## src/rtl/ddrcd_pkg.sv

```systemverilog
package ddrcd_pkg;
  typedef enum logic [1:0] {
    PW_RUN  = 2'd0,
    PW_PPD  = 2'd1,
    PW_APD  = 2'd2,
    PW_SREF = 2'd3
  } pwr_t;

  typedef enum logic [2:0] {
    K_NONE, K_NOP, K_ACT, K_RD, K_WR, K_PRE, K_REF, K_MRS
  } cmd_kind_t;
endpackage

```

## src/rtl/ddrcd_decode.sv

```systemverilog
module ddrcd_decode
  import ddrcd_pkg::*;
(
  input  logic      cs_n,
  input  logic      ras_n,
  input  logic      cas_n,
  input  logic      we_n,
  output cmd_kind_t kind
);
  always_comb begin
    if (cs_n) begin
      kind = K_NOP;
    end else begin
      case ({ras_n, cas_n, we_n})
        3'b011:  kind = K_ACT;
        3'b101:  kind = K_RD;
        3'b100:  kind = K_WR;
        3'b010:  kind = K_PRE;
        3'b001:  kind = K_REF;
        3'b000:  kind = K_MRS;
        3'b111:  kind = K_NOP;
        default: kind = K_NONE;
      endcase
    end
  end
endmodule

```

## src/rtl/ddrcd_power.sv

```systemverilog
module ddrcd_power
  import ddrcd_pkg::*;
(
  input  logic      clk,
  input  logic      rst,
  input  logic      cke,
  input  cmd_kind_t kind,
  input  logic      any_open,
  output pwr_t      state,
  output logic      issue,
  output logic      sref_entry
);
  pwr_t state_d;

  assign issue      = (state == PW_RUN) && cke;
  assign sref_entry = (state == PW_RUN) && !cke && (kind == K_REF) && !any_open;

  always_comb begin
    state_d = state;
    if (state == PW_RUN) begin
      if (!cke) begin
        if (sref_entry)    state_d = PW_SREF;
        else if (any_open) state_d = PW_APD;
        else               state_d = PW_PPD;
      end
    end else if (cke) begin
      state_d = PW_RUN;
    end
  end

  always_ff @(posedge clk) begin
    if (rst) state <= PW_RUN;
    else     state <= state_d;
  end
endmodule

```

## src/rtl/ddrcd_banks.sv

```systemverilog
module ddrcd_banks
  import ddrcd_pkg::*;
#(
  parameter int BA_W  = 2,
  localparam int NBANK = 1 << BA_W
) (
  input  logic             clk,
  input  logic             rst,
  input  logic             issue,
  input  cmd_kind_t        kind,
  input  logic [BA_W-1:0]  ba,
  input  logic             ap,
  output logic [NBANK-1:0] open_q,
  output logic             err
);
  logic sel_open;
  logic is_acc;

  assign sel_open = open_q[ba];
  assign is_acc   = (kind == K_RD) || (kind == K_WR);
  assign err      = issue && (((kind == K_ACT) && sel_open) || (is_acc && !sel_open));

  for (genvar i = 0; i < NBANK; i++) begin : g_bank
    logic hit;
    assign hit = (ba == BA_W'(i));
    always_ff @(posedge clk) begin
      if (rst) begin
        open_q[i] <= 1'b0;
      end else if (issue) begin
        if ((kind == K_ACT) && hit)
          open_q[i] <= 1'b1;
        else if ((kind == K_PRE) && (ap || hit))
          open_q[i] <= 1'b0;
        else if (is_acc && hit && ap)
          open_q[i] <= 1'b0;
      end
    end
  end
endmodule

```

## src/rtl/ddrcd_top.sv

```systemverilog
module ddrcd_top
  import ddrcd_pkg::*;
#(
  parameter int ADDR_W = 13,
  parameter int BA_W   = 2,
  parameter int AP_BIT = 10,
  localparam int NBANK = 1 << BA_W
) (
  input  logic              clk,
  input  logic              rst,
  input  logic              cke,
  input  logic              cs_n,
  input  logic              ras_n,
  input  logic              cas_n,
  input  logic              we_n,
  input  logic [BA_W-1:0]   ba,
  input  logic [ADDR_W-1:0] addr,
  output logic              cmd_act,
  output logic              cmd_rd,
  output logic              cmd_wr,
  output logic              cmd_pre,
  output logic              cmd_aref,
  output logic              cmd_sref,
  output logic              cmd_mrs,
  output logic              cmd_emrs,
  output logic              cmd_nop,
  output logic [BA_W-1:0]   cmd_bank,
  output logic              auto_pre,
  output logic              pre_all,
  output logic              cmd_err,
  output logic [ADDR_W-1:0] mode_base,
  output logic [ADDR_W-1:0] mode_ext,
  output logic [NBANK-1:0]  bank_open,
  output logic [1:0]        pwr_state
);
  cmd_kind_t kind;
  pwr_t      state;
  logic      issue, sref_entry, err_c, ap;

  assign ap = addr[AP_BIT];

  ddrcd_decode u_dec (
    .cs_n(cs_n), .ras_n(ras_n), .cas_n(cas_n), .we_n(we_n), .kind(kind)
  );

  ddrcd_power u_pwr (
    .clk(clk), .rst(rst), .cke(cke), .kind(kind), .any_open(|bank_open),
    .state(state), .issue(issue), .sref_entry(sref_entry)
  );

  ddrcd_banks #(.BA_W(BA_W)) u_banks (
    .clk(clk), .rst(rst), .issue(issue), .kind(kind), .ba(ba), .ap(ap),
    .open_q(bank_open), .err(err_c)
  );

  assign pwr_state = state;

  always_ff @(posedge clk) begin
    if (rst) begin
      cmd_act   <= 1'b0;
      cmd_rd    <= 1'b0;
      cmd_wr    <= 1'b0;
      cmd_pre   <= 1'b0;
      cmd_aref  <= 1'b0;
      cmd_sref  <= 1'b0;
      cmd_mrs   <= 1'b0;
      cmd_emrs  <= 1'b0;
      cmd_nop   <= 1'b0;
      cmd_bank  <= '0;
      auto_pre  <= 1'b0;
      pre_all   <= 1'b0;
      cmd_err   <= 1'b0;
      mode_base <= '0;
      mode_ext  <= '0;
    end else begin
      cmd_act  <= issue && (kind == K_ACT);
      cmd_rd   <= issue && (kind == K_RD);
      cmd_wr   <= issue && (kind == K_WR);
      cmd_pre  <= issue && (kind == K_PRE);
      cmd_aref <= issue && (kind == K_REF);
      cmd_sref <= sref_entry;
      cmd_mrs  <= issue && (kind == K_MRS) && !ba[0];
      cmd_emrs <= issue && (kind == K_MRS) && ba[0];
      cmd_nop  <= issue && (kind == K_NOP);
      cmd_bank <= ba;
      auto_pre <= issue && ap && bank_open[ba] && ((kind == K_RD) || (kind == K_WR));
      pre_all  <= issue && ap && (kind == K_PRE);
      cmd_err  <= err_c;
      if (issue && (kind == K_MRS)) begin
        if (ba[0]) mode_ext  <= addr;
        else       mode_base <= addr;
      end
    end
  end
endmodule

```

## config.mk

```make
export PLATFORM = sky130hd
export DESIGN_NAME = ddrcd_top
export DESIGN_NICKNAME = d
export VERILOG_FILES = /design/src/rtl/ddrcd_pkg.sv /design/src/rtl/ddrcd_decode.sv /design/src/rtl/ddrcd_power.sv /design/src/rtl/ddrcd_banks.sv /design/src/rtl/ddrcd_top.sv
export SDC_FILE = /design/constraint.sdc
export NUM_CORES = 1
export LEC_CHECK = 0
export ABC_AREA = 1
export BUFFER_PORTS_ARGS = -buffer_cell sky130_fd_sc_hd__buf_2
export CAP_MARGIN = 20
export CORE_MARGIN = 10
export CORE_UTILIZATION = 35
export DETAILED_ROUTE_END_ITERATION = 16
export GPL_TIMING_DRIVEN = 0
export SYNTH_ARGS = -nofsm -noshare
export SYNTH_HDL_FRONTEND = slang
export SYNTH_SLANG_ARGS = --single-unit
```

## constraint.sdc

```tcl
create_clock -name clk -period 2.3 [get_ports clk]
set_input_delay 0.46 -clock clk [delete_from_list [all_inputs] [get_ports clk]]
set_output_delay 0.46 -clock clk [all_outputs]
set_load 0.1 [all_outputs]
```

* Word level (Yosys, flattened, before mapping) *
Index checks and enable logic that the tools add are counted.

operators by class
  order comparisons = 1
  equality and inequality tests = 17
  mux-type cells = 21
  bitwise logic cells = 1
  reduce and logical (&&, ||, !) cells = 62

operators with widths
  operator                                                              count
  1-bit logical AND                                                     36
  3-bit == test, second input constant                                  7
  3-bit case mux with 7 select lines                                    1
  2-bit AND reduction                                                   7
  1-bit two-way mux                                                     13
  3-bit by 2-bit == test with 1-bit output, second input constant       4
  3-bit nonzero test                                                    4
  2-bit two-way mux                                                     5
  3-bit by 1-bit == test with 1-bit output, second input constant       2
  1-bit logical OR                                                      6
  2-bit == test, second input constant                                  2
  1-bit zero test                                                       4
  2-bit zero test                                                       2
  4-bit OR reduction                                                    1
  3-bit zero test                                                       1
  2-bit by 3-bit < comparator with 1-bit output, second input constant  1
  3-bit two-way mux                                                     1
  1-bit binary-select mux with 2-bit select                             1
  2-bit by 1-bit == test with 1-bit output, second input constant       1
  2-bit inequality test, second input constant                          1
  2-bit nonzero test                                                    1
  1-bit inverter                                                        1

storage, ports and cells
  word-level logic and storage cells = 122
  input port bits = 22
  register bits after elaboration = 46

* Depth between registers and ports, before layout *
Gate-level depths: netlist of run 1.

  depth after elaboration = 10
  gate-level depth with buffers = 8

* Cells and area by module *
Synthesis of run 1 repeated with hierarchy kept, for this count alone.

unflattened totals
  cells, all modules = 305
  area, all modules = 2134.5 sq um

by module, submodules not included
  module        cells an instance  area an instance (sq um)  seq. area each (sq um)  times used
  ddrcd_top     214                1605.3                    800.8                   1
  ddrcd_banks   55                 335.3                     80.1                    1
  ddrcd_power   21                 137.6                     40.0                    1
  ddrcd_decode  15                 56.3                      0.0                     1

* Worst setup path before layout of run 1 *
OpenSTA, ideal clock, no wires.

  kind = reg-to-reg
  start = register u_pwr.state[0]
  end = register mode_base[10]
  arrival time = 1883 ps
  slack = 298 ps
  path buffers = 1
  library setup time = 119 ps
  required time = 2181 ps
  stages on the path, launching flop included = 8
  path through = dfxtp_1 nor2_1 ha_1 inv_2 nor2_8 buf_6 a21oi_1 nor2_1

between the ends
  word-level cells in the longest chain between the ends = 4

ends and longest elaborated chain
  element                        RTL line           text
  from (decl)                    ddrcd_power.sv:9   output pwr_t state,
  from (signal assigned)         ddrcd_power.sv:33  else state <= state_d;
  2-bit zero test                ddrcd_power.sv:15  assign issue = (state == PW_RUN) && cke;
  1-bit logical AND              ddrcd_power.sv:15
  1-bit logical AND              ddrcd_top.sv:89    if (issue && (kind == K_MRS)) begin
  2-bit AND reduction (no line)  n/a
  to (signal assigned)           ddrcd_top.sv:91    else mode_base <= addr;
  to (decl)                      ddrcd_top.sv:31    output logic [ADDR_W-1:0] mode_base,

Every way passes these cells.
A chain may end at the register's enable or synchronous reset.

* Worst setup path after layout of run 1 *
  start = register u_pwr.state[1]
  end = output pwr_state[1]

RTL lines
  element    RTL line         text
  to (decl)  ddrcd_top.sv:34  output logic [1:0] pwr_state

No word-level cell between the ends.

==> results.toml, run 1 <==
[status]
status = "finished, final reports clean"

[setup_path]
crit-reg2reg-launch = "u_pwr.state[0]"
type_of_the_setup_path_with_the_least_slack = "register to output pin"
endpoint_kind = "output pin"
critPathRequiredTime_ns = 1.84
critical_path_startpoint = "u_pwr.state[1]"
worstPathCellList = "buf_2"
critPathLaunchType = "register"
timing.critical_path.fanout_max = 4
cpMaxStageDelayCell = "buf_2"
critPathArrivalTime_ns = 1.13
max_stage_delay_ns = 0.46
cp_num_buf_inv = 1
critical_path.top_delay_family = "buffers and inverters"

[synth]
yosysSeqAreaShare = 0.441
synth_cell_type_count = 21
cell_count_after_synthesis = 289
synth_compound_area_frac = 0.0911
synth_fp_nets = 313
ys_seq_elements = 46
synthAdderAreaFrac = 0.0120
synth_largest_type_area_fraction = 0.441
syn_avg_cell_area_um2 = 7.22
synth_top_family_by_area = "simple AND/OR/NAND/NOR gates"
synthSimpleGateAreaFrac = 0.336
yosys.area.top_type = "dfxtp_1"
synthesis.yosys.warnings = 0
synth_mux_area_frac = 0
ys_top_cells_by_area = "dfxtp_1, nand2_1, nor2_1, nand3_1, a21oi_1"
synth_xor_area_frac = 0
mappedNetlistArea_um2 = 2090

[die]
die_height_um = 97.2
die_width_um = 97.2
floorplan_die_area_um2 = 9450
io_pins = 68
placementRows = 28
initial_utilization = 0.357
fp.coreArea_um2 = 5850

[min_path]
hold_class = "input pin to register"
hold_path.startpoint = "cs_n"

[place]
dp.final_hpwl_mm = 4.41
placement.cell_area_um2 = 2510
routability_driven_placement_congestion_ratio = 0.827
io_buffers = 66
pre_cts_slack_ns = 0.721
numPlacedInstances = 430

[timing]
report.final.setup_viol = 0
tightest_slew_ns = 0.506
max_freq_mhz = 630
slew_viol_final = 0
tns_ns = 0
grt_setup_unrepaired = "no"
final-hold-violation-count = 0
fin_ws_ns = 0.713
layout_worst_path_cycle_share = 0.690
finalWorstPathRequiredPeriod_ns = 1.59
fin_skew_ns = 0.00510
timing.slew.headroom = 0.665

[routing]
final_antenna_net_count = 0
vias = 2005
vias_per_cell = 4.59
drt_first_pass_iters = 4
post-route-drc-count = 0
avgRoutedWirePerCell_um = 13.2
wire_length_after_detailed_routing_mm = 5.77
initialDrtViolationCount = 159

[cts]
clkLatencyLatePin_ns = 0.30
post-cts-setup-buffers = 0
clkTransAtPathRegs_ns = 0.08
cts.sinks = 46
clock_tree.root_cell = "clkbuf_8"
cts.repair.resized = 0
cts_hold_buf = 0
cts.path.max_buffers = 2
cts_tree = "built"
clock_tree.htree_level_count = 2
numCtsBuffers = 5

[global_routing]
overflow = 0
grt_usage = 0.119
grt_first_pass_wirelength_mm = 9.51
grt_start_max_net_pins = 14
first_global_vias = 1943
antenna_found_initial = 0

[final_layout]
layout_area_growth_over_synthesis_pct = 24.2
layoutNonFillerInstCount = 437
drive_gt1_frac = 0.276
design_area_um2 = 2590
antenna_cells = 0
finish.net_count = 386

[job]
cap_viol_max_count = 0

[pwr]
vdd_ir_drop_max_uv = 245
leakagePower_uw = 0.00134
power_density_nw_per_um2 = 675
total_power_uw = 1750
[cell usage after synthesis]
cell type and count:
nand2_1 67, dfxtp_1 46, nor2_1 46, nand3_1 31, a21oi_1 28, inv_1 24
buf_6 9, inv_2 5, nor3_1 5, o21ai_0 5, buf_2 4, nor2_2 4
nor4_1 3, a21oi_2 2, buf_4 2, ha_1 2, nand4_1 2, a21boi_0 1
buf_1 1, nand4_4 1, nor2_8 1
[per-stage QoR]
step / utilization / hold WS [ns]
global route: 0.443 / 0.405
finish: 0.443 / 0.387
global placement: 0.429 / 0.457
detailed placement: 0.429 / 0.462
CTS: 0.443 / 0.377
floorplan: - / 0.538
[path summary, 6_finish.rpt]
path	to	slack, ns	depth (start not counted)
worst min-delay path	cmd_aref	0.39	2
worst min register to register	mode_base[1]	0.48	2
worst max register to register	u_banks.open_q[2]	0.75	8
worst max-delay path	pwr_state[1]	0.71	1
[layout by cell type, fill, tap and decap left out]
master      count
buf_2          70
nand2_1        67
nor2_1         46
dfxtp_1        46
nand3_1        31
a21oi_1        28
inv_1          24
buf_6           9
o21ai_0         5
inv_2           5
nor3_1          5
clkbuf_8        5
nor2_2          4
nor4_1          3
buf_4           2
nand4_1         2
a21oi_2         2
ha_1            2
a21boi_0        1
nand4_4         1
nor2_8          1
buf_1           1
clkinvlp_4      1
clkbuf_1        1
[final cells by class]
type                    count  area (um^2)
plain buffers              16          140
clock buffers               6         72.6
clock inverters             1         7.51
fillers                   616         3260
inverters                  29          109
multi-input cells         198          917
flip-flops and latches     46          921
well taps                  75         93.8
repair buffers             66          330
[flip-flops by register name, indices dropped and copies added, names as in the netlist, 2 cells and up]
signal          flops
mode_base          13
mode_ext           13
u_banks.open_q      4
cmd_bank            2
u_pwr.state         2
[cells by family (layout without fill, tap and decap cells)]
kind of cell / Yosys count / after routing
and+or+nand+nor: 160 / 160
DFF: 46 / 46
buffers and inverters: 45 / 118
AOI/OAI and AO/OA: 36 / 36
adders and majority gates: 2 / 2
[report_power, final]
group | internal, uW | switching [uW]
clock | 209 | 266
combinational | 98.2 | 342
sequential | 820 | 14.2
total | 1130 | 622
[metal layers]
| metal | vias to the layer above | GRT usage | share of wire |
|---|---|---|---|
| met2 | 52 | 0.185 | 0.46 |
| met3 | 7 | 0.0242 | 0.039 |
| met1 | 879 | 0.156 | 0.48 |
| met5 | - | 0 | 0 |
| met4 | 0 | 0.0459 | 0.019 |
| li1 | 1067 | - | - |
Power figures use the tool's default switching activity.
==> run 2, diff against run 1 <==
==> constraint.sdc (replaced) <==
create_clock -name clk -period 1.6 [get_ports clk]
set_input_delay 0.32 -clock clk [delete_from_list [all_inputs] [get_ports clk]]
set_output_delay 0.32 -clock clk [all_outputs]
set_load 0.1 [all_outputs]
==> results.toml, run 2 (same netlist as run 1, synthesis figures left out) <==
[status]
status = "finished, final reports clean"

[timing]
report.final.setup_viol = 0
slew_viol_final = 0
layout_worst_path_cycle_share = 0.902
final-hold-violation-count = 0
finalWorstPathRequiredPeriod_ns = 1.44
grt_setup_unrepaired = "no"
fin_skew_ns = 0.00896
tightest_slew_ns = 0.497
fin_worst_hold_slack_ns = 0.257
fin_ws_ns = 0.157
timing.slew.headroom = 0.671
tns_ns = 0
max_freq_mhz = 693

[cts]
cts_hold_buf = 0
numCtsBuffers = 5
cts.sinks = 46
cts.path.max_buffers = 2
clkTransAtPathRegs_ns = 0.08
clock_tree.root_cell = "clkbuf_8"
clkLatencyLatePin_ns = 0.30
cts_tree = "built"
clock_tree.htree_level_count = 2

[pwr]
vdd_ir_drop_max_uv = 384
leakagePower_uw = 0.00135
power_density_nw_per_um2 = 977
total_power_uw = 2570

[global_routing]
grt_start_max_net_pins = 15
first_global_vias = 2054
overflow = 0
antenna_found_initial = 0
grt_usage = 0.125
grt_first_pass_wirelength_mm = 9.96

[routing]
final_antenna_net_count = 0
vias_per_cell = 4.64
wire_length_after_detailed_routing_mm = 5.89
post-route-drc-count = 0
vias = 2036
drt_first_pass_iters = 4
avgRoutedWirePerCell_um = 13.4
initialDrtViolationCount = 149

[min_path]
hold_class = "input pin to register"

[place]
routability_driven_placement_congestion_ratio = 0.838
io_buffers = 66
placement.cell_area_um2 = 2520
pre_cts_slack_ns = 0.0459
dp.final_hpwl_mm = 4.47

[final_layout]
finish.net_count = 387
drive_gt1_frac = 0.294
layout_area_growth_over_synthesis_pct = 25.9
design_area_um2 = 2630
top_regs = "mode_base (13), mode_ext (13), u_banks.open_q (4)"
multi_input_area_um2 = 930
final_common_cell = "buf_2"
fill_cells = 629
seq_area_um2 = 931
mostFrequentLayoutCells = "buf_2, nand2_1, nor2_1"
antenna_cells = 0

[job]
cap_viol_max_count = 0

[die]
io_pins = 68
floorplan_die_area_um2 = 9450
die_width_um = 97.2
placementRows = 28
initial_utilization = 0.357
die_height_um = 97.2
fp.coreArea_um2 = 5850

[setup_path]
critPathRequiredTime_ns = 1.28
cpMaxStageDelayCell = "buf_2"
cp_num_buf_inv = 1
timing.critical_path.fanout_max = 4
critical_path.top_delay_family = "buffers and inverters"
critPathArrivalTime_ns = 1.12
type_of_the_setup_path_with_the_least_slack = "register to output pin"
worstPathCellList = "buf_2"
max_stage_delay_ns = 0.45
endpoint_kind = "output pin"
critPathLaunchType = "register"
-- run 2: stage by stage --
step / utilization / std cells
after floorplan: - / 289
after global placement: 0.431 / 430
after detailed placement: 0.431 / 430
after CTS: 0.446 / 438
after global routing: 0.449 / 439
final: 0.449 / 439
-- run 2: path summary, 6_finish.rpt --
path / start / end / slack [ns] / cells after the start
setup / recovery: u_banks.open_q[1] / bank_open[1] / 0.16 / 1
hold / removal: cs_n / cmd_aref / 0.26 / 2
setup reg to reg: u_pwr.state[0] / mode_base[1] / 0.18 / 8
hold reg to reg: mode_ext[10] / mode_ext[10] / 0.48 / 2
-- run 2: area by class of cell --
| type | instances | area share |
|---|---|---|
| sequential | 46 | 0.354 |
| multi-input combinational | 198 | 0.354 |
| timing repair buffer | 67 | 0.129 |
| buffer | 16 | 0.0533 |
| inverter | 29 | 0.0414 |
| tap | 75 | 0.0357 |
| clock buffer | 6 | 0.0276 |
| clock inverter | 2 | 0.00524 |
-- run 2: layer usage --
metal | vias to the layer above | track usage | share of wire
li1 | 1068 | - | -
met1 | 914 | 0.150 | 0.45
met2 | 51 | 0.212 | 0.50
met3 | 3 | 0.0284 | 0.046
met4 | 0 | 0.0403 | 0.0037
met5 | - | 0 | 0
-- run 2: power breakdown --
group / total, uW / switching, uW / internal [uW]
combinational: 644 / 498 / 147
sequential: 1210 / 28.3 / 1190
clock: 709 / 400 / 309
total: 2570 / 926 / 1640
-- run 2: what timing repair did --
item / in CTS / in global routing
buffers inserted: 0 / 1
gates resized for setup: 0 / 3
setup endpoints to repair: 0 / 17
==> run 3, diff against run 2 <==
--- a/config.mk
+++ b/config.mk
@@ -12,6 +12,7 @@
 export CORE_UTILIZATION = 35
 export DETAILED_ROUTE_END_ITERATION = 16
 export GPL_TIMING_DRIVEN = 0
+export REMOVE_ABC_BUFFERS = 1
 export SYNTH_ARGS = -nofsm -noshare
 export SYNTH_HDL_FRONTEND = slang
 export SYNTH_SLANG_ARGS = --single-unit
==> results.toml, run 3 (same netlist as run 1, synthesis figures left out) <==
[die]
fp.coreArea_um2 = 5850
floorplan_die_area_um2 = 9450
die_width_um = 97.2
die_height_um = 97.2
placementRows = 28
io_pins = 68
initial_utilization = 0.357

[global_routing]
grt_usage = 0.115
overflow = 0
grt_first_pass_wirelength_mm = 9.01
first_global_vias = 1805
antenna_found_initial = 0
grt_start_max_net_pins = 36

[pwr]
vdd_ir_drop_max_uv = 451
total_power_uw = 2540
power_density_nw_per_um2 = 996
leakagePower_uw = 0.00128

[timing]
tightest_slew_ns = 0.902
timing.slew.headroom = 0.398
grt_setup_unrepaired = "no"
slew_viol_final = 0
finalWorstPathRequiredPeriod_ns = 1.44
final-hold-violation-count = 0
report.final.setup_viol = 0
fin_skew_ns = 0.00764
layout_worst_path_cycle_share = 0.899
tns_ns = 0
max_freq_mhz = 695

[setup_path]
cpMaxStageDelayCell = "buf_2"
critPathLaunchType = "register"
timing.critical_path.fanout_max = 4
endpoint_kind = "output pin"
max_stage_delay_ns = 0.44
worstPathCellList = "buf_2"
type_of_the_setup_path_with_the_least_slack = "register to output pin"
critical_path.top_delay_family = "buffers and inverters"
critPathRequiredTime_ns = 1.28
cp_num_buf_inv = 1
critPathArrivalTime_ns = 1.12

[cts]
clock_tree.htree_level_count = 2
numCtsBuffers = 5
cts.sinks = 46
cts.path.max_buffers = 2
clock_tree.root_cell = "clkbuf_8"
clkTransAtPathRegs_ns = 0.08
clkLatencyLatePin_ns = 0.30
cts_tree = "built"
cts_hold_buf = 0

[routing]
wire_length_after_detailed_routing_mm = 5.62
vias_per_cell = 4.65
initialDrtViolationCount = 91
drt_first_pass_iters = 4
avgRoutedWirePerCell_um = 13.2
final_antenna_net_count = 0
post-route-drc-count = 0
vias = 1987

[place]
numPlacedInstances = 415
io_buffers = 67
dp.final_hpwl_mm = 3.72
routability_driven_placement_congestion_ratio = 0.793

[status]
status = "finished, final reports clean"

[final_layout]
top_regs = "mode_base (13), mode_ext (13), u_banks.open_q (4)"
final_common_cell = "nand2_1"
layout_area_growth_over_synthesis_pct = 21.9
fill_cells = 638
antenna_cells = 0
layoutNonFillerInstCount = 427
mostFrequentLayoutCells = "nand2_1, buf_2, nor2_1, dfxtp_1, nand3_1"
drive_gt1_frac = 0.259
finish.net_count = 376

[min_path]
hold_class = "input pin to register"

[job]
cap_viol_max_count = 0
[run 3: power breakdown]
| part | switching [uW] | internal (uW) | total (uW) |
|---|---|---|---|
| Clock | 396 | 300 | 696 |
| Combinational | 509 | 132 | 641 |
| Sequential | 19.6 | 1180 | 1200 |
[run 3: what timing repair did]
action | in CTS | in global routing
setup endpoints to repair | 27 | 28
resized for setup | 2 | 4
setup buffers | 0 | 2
gates cloned | 2 | 1
pin swaps | 2 | 4
[run 3: final timing paths]
check                     from                 to  slack (ns)  cells after the start
max          u_banks.open_q[1]       bank_open[1]        0.16                      1
min                       cs_n           cmd_aref        0.26                      2
max reg2reg     u_pwr.state[0]  u_banks.open_q[0]        0.17                      8
min reg2reg        mode_ext[2]        mode_ext[2]        0.48                      2
[run 3: routing by layer]
layer  up-vias  share of wire  track usage  routed length [um]
met5         -              0            0                   0
met4         0          0.015       0.0515                  87
met3         5          0.049       0.0327                 276
met2        43           0.49        0.198                2770
met1       895           0.44        0.128                2480
li1       1044              -            -                   -
[run 3: layout make-up]
class / count / area [um^2] / area share
sequential: 46 / 921 / 0.362
tap: 75 / 93.8 / 0.0369
clock inverter: 1 / 7.51 / 0.00295
multi-input combinational: 201 / 961 / 0.378
timing repair buffer: 69 / 378 / 0.148
clock buffer: 6 / 72.6 / 0.0285
inverter: 29 / 111 / 0.0438
[run 3: through the flow]
stage          setup slack [ns]  area, um^2   util  hold WS [ns]
2_1_floorplan            -0.371        1950      -         0.389
4_1_cts                  0.0151        2480  0.424         0.255
6_report                  0.162        2540  0.435         0.264
3_5_place_dp             -0.307        2380  0.406         0.463
3_3_place_gp             -0.313        2380  0.406         0.454
5_1_grt                  0.0149        2540  0.435         0.268
